==> config.mk <==
export PLATFORM = sky130hd
export DESIGN_NAME = dmaPaceCtl
export DESIGN_NICKNAME = d
export VERILOG_FILES = /design/src/rtl/dmaPacePkg.sv /design/src/rtl/dmaPaceDatapath.sv /design/src/rtl/dmaPaceControl.sv /design/src/rtl/dmaPaceCtl.sv
export SDC_FILE = /design/constraint.sdc
export NUM_CORES = 1
export LEC_CHECK = 0
export BUFFER_PORTS_ARGS = -buffer_cell sky130_fd_sc_hd__buf_2
export CORE_MARGIN = 2
export CORE_UTILIZATION = 39
export CTS_BUF_LIST = sky130_fd_sc_hd__clkbuf_4
export DETAILED_ROUTE_END_ITERATION = 8
export GPL_TIMING_DRIVEN = 0
export HOLD_SLACK_MARGIN = 0.06
export SLEW_MARGIN = 20
export SYNTH_ARGS = -nofsm -noshare
export SYNTH_HDL_FRONTEND = slang
export SYNTH_SLANG_ARGS = --single-unit
==> constraint.sdc <==
create_clock -name clk -period 7.2 [get_ports clk]
set_input_delay 0.72 -clock clk [delete_from_list [all_inputs] [get_ports clk]]
set_output_delay 0.72 -clock clk [all_outputs]
set_load 0.01 [all_outputs]
==> src/rtl/dmaPacePkg.sv <==
package dmaPacePkg;

  localparam int CNT_W     = 32;
  localparam int CNT_BYTES = CNT_W / 8;

  localparam logic [2:0] ADDR_LAT    = 3'd0;
  localparam logic [2:0] ADDR_LVL_HI = 3'd1;
  localparam logic [2:0] ADDR_LVL_LO = 3'd2;
  localparam logic [2:0] ADDR_CNT_MS = 3'd4;

  // control -> datapath
  typedef struct packed {
    logic wordDone;
  } ctlStrobe_t;

  // datapath -> control
  typedef struct packed {
    logic       cntNonZero;
    logic       wordAvail;
    logic [3:0] latency;
  } dpStatus_t;

endpackage

==> src/rtl/dmaPaceDatapath.sv <==
module dmaPaceDatapath
  import dmaPacePkg::*;
#(
  parameter int FIFO_BYTES = 2048,
  parameter int LVL_W      = 12
) (
  input  logic             clk,
  input  logic             rstN,
  input  logic             regWr,
  input  logic             regRd,
  input  logic [2:0]       regAddr,
  input  logic [7:0]       regWdata,
  output logic [7:0]       regRdata,
  input  logic             epIsIn,
  input  logic [LVL_W-1:0] fifoFill,
  input  ctlStrobe_t       strobe,
  output dpStatus_t        status
);

  localparam int HI_W = LVL_W - 8;

  logic [3:0]       latency;
  logic [7:0]       loShadow;
  logic [CNT_W-1:0] count, countNext;
  logic [LVL_W-1:0] levelVal;
  logic [7:0]       cntByte [CNT_BYTES];

  // fill for OUT, free space for IN
  assign levelVal = epIsIn ? (LVL_W'(FIFO_BYTES) - fifoFill) : fifoFill;

  always_comb begin
    countNext = count;
    if (strobe.wordDone)
      countNext = (count < CNT_W'(2)) ? '0 : count - CNT_W'(2);
    for (int i = 0; i < CNT_BYTES; i++)
      if (regWr && regAddr == ADDR_CNT_MS + 3'(CNT_BYTES - 1 - i))
        countNext[8*i +: 8] = regWdata;
  end

  always_ff @(posedge clk) begin
    if (!rstN) begin
      latency  <= '0;
      loShadow <= '0;
      count    <= '0;
    end else begin
      count <= countNext;
      if (regWr && regAddr == ADDR_LAT)
        latency <= regWdata[3:0];
      if (regRd && regAddr == ADDR_LVL_HI)
        loShadow <= levelVal[7:0];
    end
  end

  // byte lanes of the counter, most significant at the lowest counter address
  for (genvar g = 0; g < CNT_BYTES; g++) begin : gCntLane
    assign cntByte[g] = count[8*(CNT_BYTES-1-g) +: 8];
  end

  always_comb begin
    regRdata = '0;
    if (regAddr[2])
      regRdata = cntByte[regAddr[1:0]];
    else if (regAddr == ADDR_LAT)
      regRdata = {4'b0, latency};
    else if (regAddr == ADDR_LVL_HI)
      regRdata = {{(8-HI_W){1'b0}}, levelVal[LVL_W-1:8]};
    else if (regAddr == ADDR_LVL_LO)
      regRdata = loShadow;
  end

  assign status.cntNonZero = (count != '0);
  assign status.wordAvail  = (levelVal >= LVL_W'(2));
  assign status.latency    = latency;

  // one word takes two bytes off the length, clamped at zero
  a_r6_count_step: assert property (@(posedge clk) disable iff (!rstN)
    (strobe.wordDone && !(regWr && regAddr[2])) |=>
      (count == (($past(count) < CNT_W'(2)) ? '0 : $past(count) - CNT_W'(2))));

  // low read after high read returns the byte seen at the high read
  a_r4_coherent_pair: assert property (@(posedge clk) disable iff (!rstN)
    (regRd && regAddr == ADDR_LVL_LO && $past(regRd && regAddr == ADDR_LVL_HI))
      |-> (regRdata == $past(levelVal[7:0])));

  // reserved pacing bits read zero
  a_r2_reserved_zero: assert property (@(posedge clk) disable iff (!rstN)
    (regAddr == ADDR_LAT) |-> (regRdata[7:4] == 4'b0));

endmodule

==> src/rtl/dmaPaceControl.sv <==
module dmaPaceControl
  import dmaPacePkg::*;
#(
  parameter int UNIT_CYC = 13
) (
  input  logic       clk,
  input  logic       rstN,
  input  logic       dmaAck,
  input  logic       singleMode,
  input  dpStatus_t  status,
  output ctlStrobe_t strobe,
  output logic       dmaReq
);

  localparam int GAP_MAX = 15 * UNIT_CYC;
  localparam int GAP_W   = $clog2(GAP_MAX + 1);

  logic             ackQ;
  logic [1:0]       burstPos;
  logic [GAP_W-1:0] gapCnt;
  logic             ackRise, burstEnd;
  logic [GAP_W-1:0] gapLoad;

  assign ackRise         = dmaAck && !ackQ;
  assign strobe.wordDone = ackRise && status.cntNonZero;
  assign burstEnd        = strobe.wordDone && (burstPos == 2'd3);
  assign gapLoad         = GAP_W'(status.latency) * GAP_W'(UNIT_CYC);

  always_ff @(posedge clk) begin
    if (!rstN) begin
      ackQ     <= 1'b0;
      burstPos <= '0;
      gapCnt   <= '0;
    end else begin
      ackQ <= dmaAck;
      if (strobe.wordDone)
        burstPos <= burstPos + 2'd1;
      if (burstEnd && status.latency != 4'd0)
        gapCnt <= gapLoad;
      else if (gapCnt != '0)
        gapCnt <= gapCnt - GAP_W'(1);
    end
  end

  assign dmaReq = status.cntNonZero && status.wordAvail && (gapCnt == '0)
                  && !(singleMode && dmaAck);

  // the cycle after a paced burst end carries no request
  a_r10_gap_follows_burst: assert property (@(posedge clk) disable iff (!rstN)
    (burstEnd && status.latency != 4'd0) |=> !dmaReq);

  // a request implies bytes left in the length
  a_r7_req_needs_length: assert property (@(posedge clk) disable iff (!rstN)
    dmaReq |-> status.cntNonZero);

  // a request implies a whole word of data or space
  a_r8_req_needs_word: assert property (@(posedge clk) disable iff (!rstN)
    dmaReq |-> status.wordAvail);

endmodule

==> src/rtl/dmaPaceCtl.sv <==
module dmaPaceCtl
  import dmaPacePkg::*;
#(
  parameter int unsigned CLK_HZ     = 100_000_000,
  parameter int          FIFO_BYTES = 2048
) (
  input  logic        clk,
  input  logic        rstN,
  input  logic        regWr,
  input  logic        regRd,
  input  logic [2:0]  regAddr,
  input  logic [7:0]  regWdata,
  output logic [7:0]  regRdata,
  input  logic        epIsIn,
  input  logic [11:0] fifoFill,
  input  logic        singleMode,
  input  logic        dmaAck,
  output logic        dmaReq
);

  // 130 ns in cycles, rounded to nearest
  localparam int UNIT_CYC =
    32'((64'(CLK_HZ) * 64'd13 + 64'd50_000_000) / 64'd100_000_000);

  ctlStrobe_t strobe;
  dpStatus_t  status;

  dmaPaceDatapath #(.FIFO_BYTES(FIFO_BYTES), .LVL_W(12)) uDp (
    .clk(clk), .rstN(rstN), .regWr(regWr), .regRd(regRd),
    .regAddr(regAddr), .regWdata(regWdata), .regRdata(regRdata),
    .epIsIn(epIsIn), .fifoFill(fifoFill), .strobe(strobe), .status(status)
  );

  dmaPaceControl #(.UNIT_CYC(UNIT_CYC)) uCtl (
    .clk(clk), .rstN(rstN), .dmaAck(dmaAck), .singleMode(singleMode),
    .status(status), .strobe(strobe), .dmaReq(dmaReq)
  );

  // single-word mode never requests while acknowledged
  a_r11_single_drop: assert property (@(posedge clk) disable iff (!rstN)
    (singleMode && dmaAck) |-> !dmaReq);

endmodule

==> impl_metrics.json <==
{
  "dr.pass1.iters": 5,
  "hold_viol": 0,
  "drt_wl_total_um": 12600,
  "grt_use_total_pct": 23.4,
  "grt_max_degree": 19,
  "ys_warn_count": 0,
  "ir_drop_uv": 104,
  "first_iter_violations": 369,
  "die_x_um": 106,
  "clk_latency_ps": 410,
  "synthArstFlopShare_pct": 0,
  "finalSetupViolCount": 0,
  "area_growth_pct": 11.1,
  "hp-class": "reg -> reg",
  "root_buffer": "clkbuf_4",
  "synth_edf_count": 0,
  "gr-total-overflow": 0,
  "synth.distinct_cells": 66,
  "post_cts_buffers": 0,
  "endpoint_kind": "output port",
  "start_kind": "primary input",
  "rsz0062_at_grt": "no",
  "die-area_um2": 11200,
  "netlist_area_um2": 4050,
  "cap_viol_max_count": 0,
  "fin_crit_sh_pct": 51.6,
  "drc": 0,
  "maxSlewHeadroom_pct": 43.0,
  "required_ps": 6480,
  "hpwl_um": 9770,
  "cts_resized": 0,
  "antenna_cells": 0,
  "crit_arrival_ps": 3000,
  "die_h_um": 106,
  "cts_sinks": 55,
  "synth_cells": 503,
  "start_util_pct": 39.8,
  "cts_tree": "yes",
  "synth_flop_cell": "dfxtp_1",
  "syn-num-nets": 554,
  "route.vias.total": 4113,
  "post-route-min-period_ps": 3720,
  "setup_tns_ps": 0,
  "ctsLongestPathBuffers": 2,
  "vias_per_cell": 6.00,
  "tightest_slew_ps": 849,
  "cts_buffers": 5,
  "path_max_fanout": 5,
  "antenna_found_initial": 0,
  "grt_pass1_wl_um": 20700,
  "drv_slew": 0,
  "wl_per_cell_um": 18.4,
  "gp_congestion": 0.959,
  "grt_pass1_vias": 4006,
  "critPathKind": "in -> out",
  "p_leak_nw": 1.74,
  "pin_count": 39,
  "avgSynthCellArea_um2": 8.06,
  "fmax_mhz": 269,
  "fin_cells": 685,
  "yosysSeqAreaShare_pct": 27.2,
  "htreeDepth": 2,
  "dp.cells": 677,
  "powerDensity_nw_per_um2": 278,
  "core_area_um2": 10200,
  "ctsHoldBuffers": 0,
  "run_status": "completed",
  "rows": 37,
  "drive_above_1_share_pct": 13.5,
  "drtAntennaViolNets": 0,
  "path_clk_slew_ps": 180,
  "portBuffers": 38,
  "fin_nets": 599,
  "synth-seq-cells": 55,
  "fin_skew_ps": 10.4
}
## power by group
part / switching (W) / internal (W) / total [W]
combinational: 0.000381 / 0.000245 / 0.000626
sequential: 0.0000758 / 0.000364 / 0.000440
clock: 0.000111 / 0.0000743 / 0.000185
## registers in the layout, summed over array words and instances, names as in the netlist
signal	count
uDp.cntByte	32
uCtl.ackQ	1
uCtl.burstPos	2
uDp.loShadow	8
uCtl.gapCnt	8
uDp.latency	4
## synth_stat cells (8+ instances only)
cell type,n,share of area (%)
a211oi_1,11,2.0
a21oi_1,30,3.7
clkbuf_1,19,1.8
dfxtp_1,55,27
ha_1,20,6.2
inv_1,14,1.3
mux2i_1,8,2.0
mux4_2,8,4.4
nand2_1,48,4.4
nand2b_1,9,1.4
nand3_1,25,3.1
nand4_1,11,1.7
nor2_1,45,4.2
nor3_1,16,2.0
nor4_1,10,1.5
o211ai_1,8,1.5
o21ai_0,32,4.0
o31ai_1,9,1.7
or3_1,8,1.2
xnor2_1,10,2.2
xor2_1,15,3.2
## layout by cell type, fill, tap and decap left out, types with 11 or more instances in the layout
| cell type | instances |
|---|---|
| nor3_1 | 16 |
| clkbuf_1 | 19 |
| nand4_1 | 11 |
| nor2_1 | 45 |
| ha_1 | 20 |
| nand3_1 | 25 |
| xor2_1 | 15 |
| dfxtp_1 | 55 |
| buf_2 | 39 |
| a21oi_1 | 30 |
| a211oi_1 | 11 |
| nand2_1 | 48 |
| inv_1 | 14 |
| o21ai_0 | 32 |
## critical path, stage by stage
cell and delay, ps:
buf_2 110, inv_1 80, ha_1 220, nor4b_1 650, nand2b_1 160, o21ai_0 270
xor2_1 250, o22ai_1 100, mux2_2 280, buf_2 140
## metal layers
layer  track usage, %  vias to the layer above  wire [um]
li1                 -                     1988          -
met1             30.1                     1930       5360
met2             38.5                      162       5730
met3             5.21                       33       1070
met4             8.55                        0        414
met5                0                        -          0
## final timing paths
check,cells after the start,slack [ps],endpoint,from
worst min-delay path,2,510,uDp.loShadow[2],uDp.loShadow[2]
worst max register to register,7,4150,uCtl.gapCnt[5],uDp.cntByte[3]
worst min register to register,2,510,uDp.loShadow[2],uDp.loShadow[2]
worst max-delay path,10,3480,regRdata[0],fifoFill[0]
## per-stage QoR
stage / cell area (um2) / util (%) / hold WS, ps / setup WS, ps / total power, W
global route: 4500 / 44.2 / 543 / 3320 / 0.00135
floorplan: 4050 / - / 460 / 4230 / 0.000895
finish: 4500 / 44.2 / 512 / 3480 / 0.00125
CTS: 4500 / 44.2 / 513 / 3450 / 0.00124
detailed placement: 4410 / 43.3 / 492 / 3460 / 0.00106
global placement: 4410 / 43.3 / 479 / 3650 / 0.00105
## cell type report
class                           instances  area [um2]
Tap cell                              136         170
Clock inverter                          3        46.3
Fill cell                            1062        5680
Clock buffer                            5        37.5
Multi-Input combinational cell        409        2810
Timing Repair Buffer                   38         190
Buffer                                 25        98.8
Sequential cell                        55        1100
Inverter                               14        52.6
## logic make-up after synthesis
| kind of cell | Yosys count | share of synthesized area (%) |
|---|---|---|
| AND/OR/NAND/NOR | 204 | 26.2 |
| AO/OA/AOI/OAI | 138 | 23.0 |
| flip-flops | 55 | 27.2 |
| buffers and inverters | 39 | 3.73 |
| XOR/XNOR | 25 | 5.40 |
| multiplexers | 21 | 7.81 |
| adder cells (fa/ha/maj) | 21 | 6.67 |
Power figures use the tool's default switching activity.
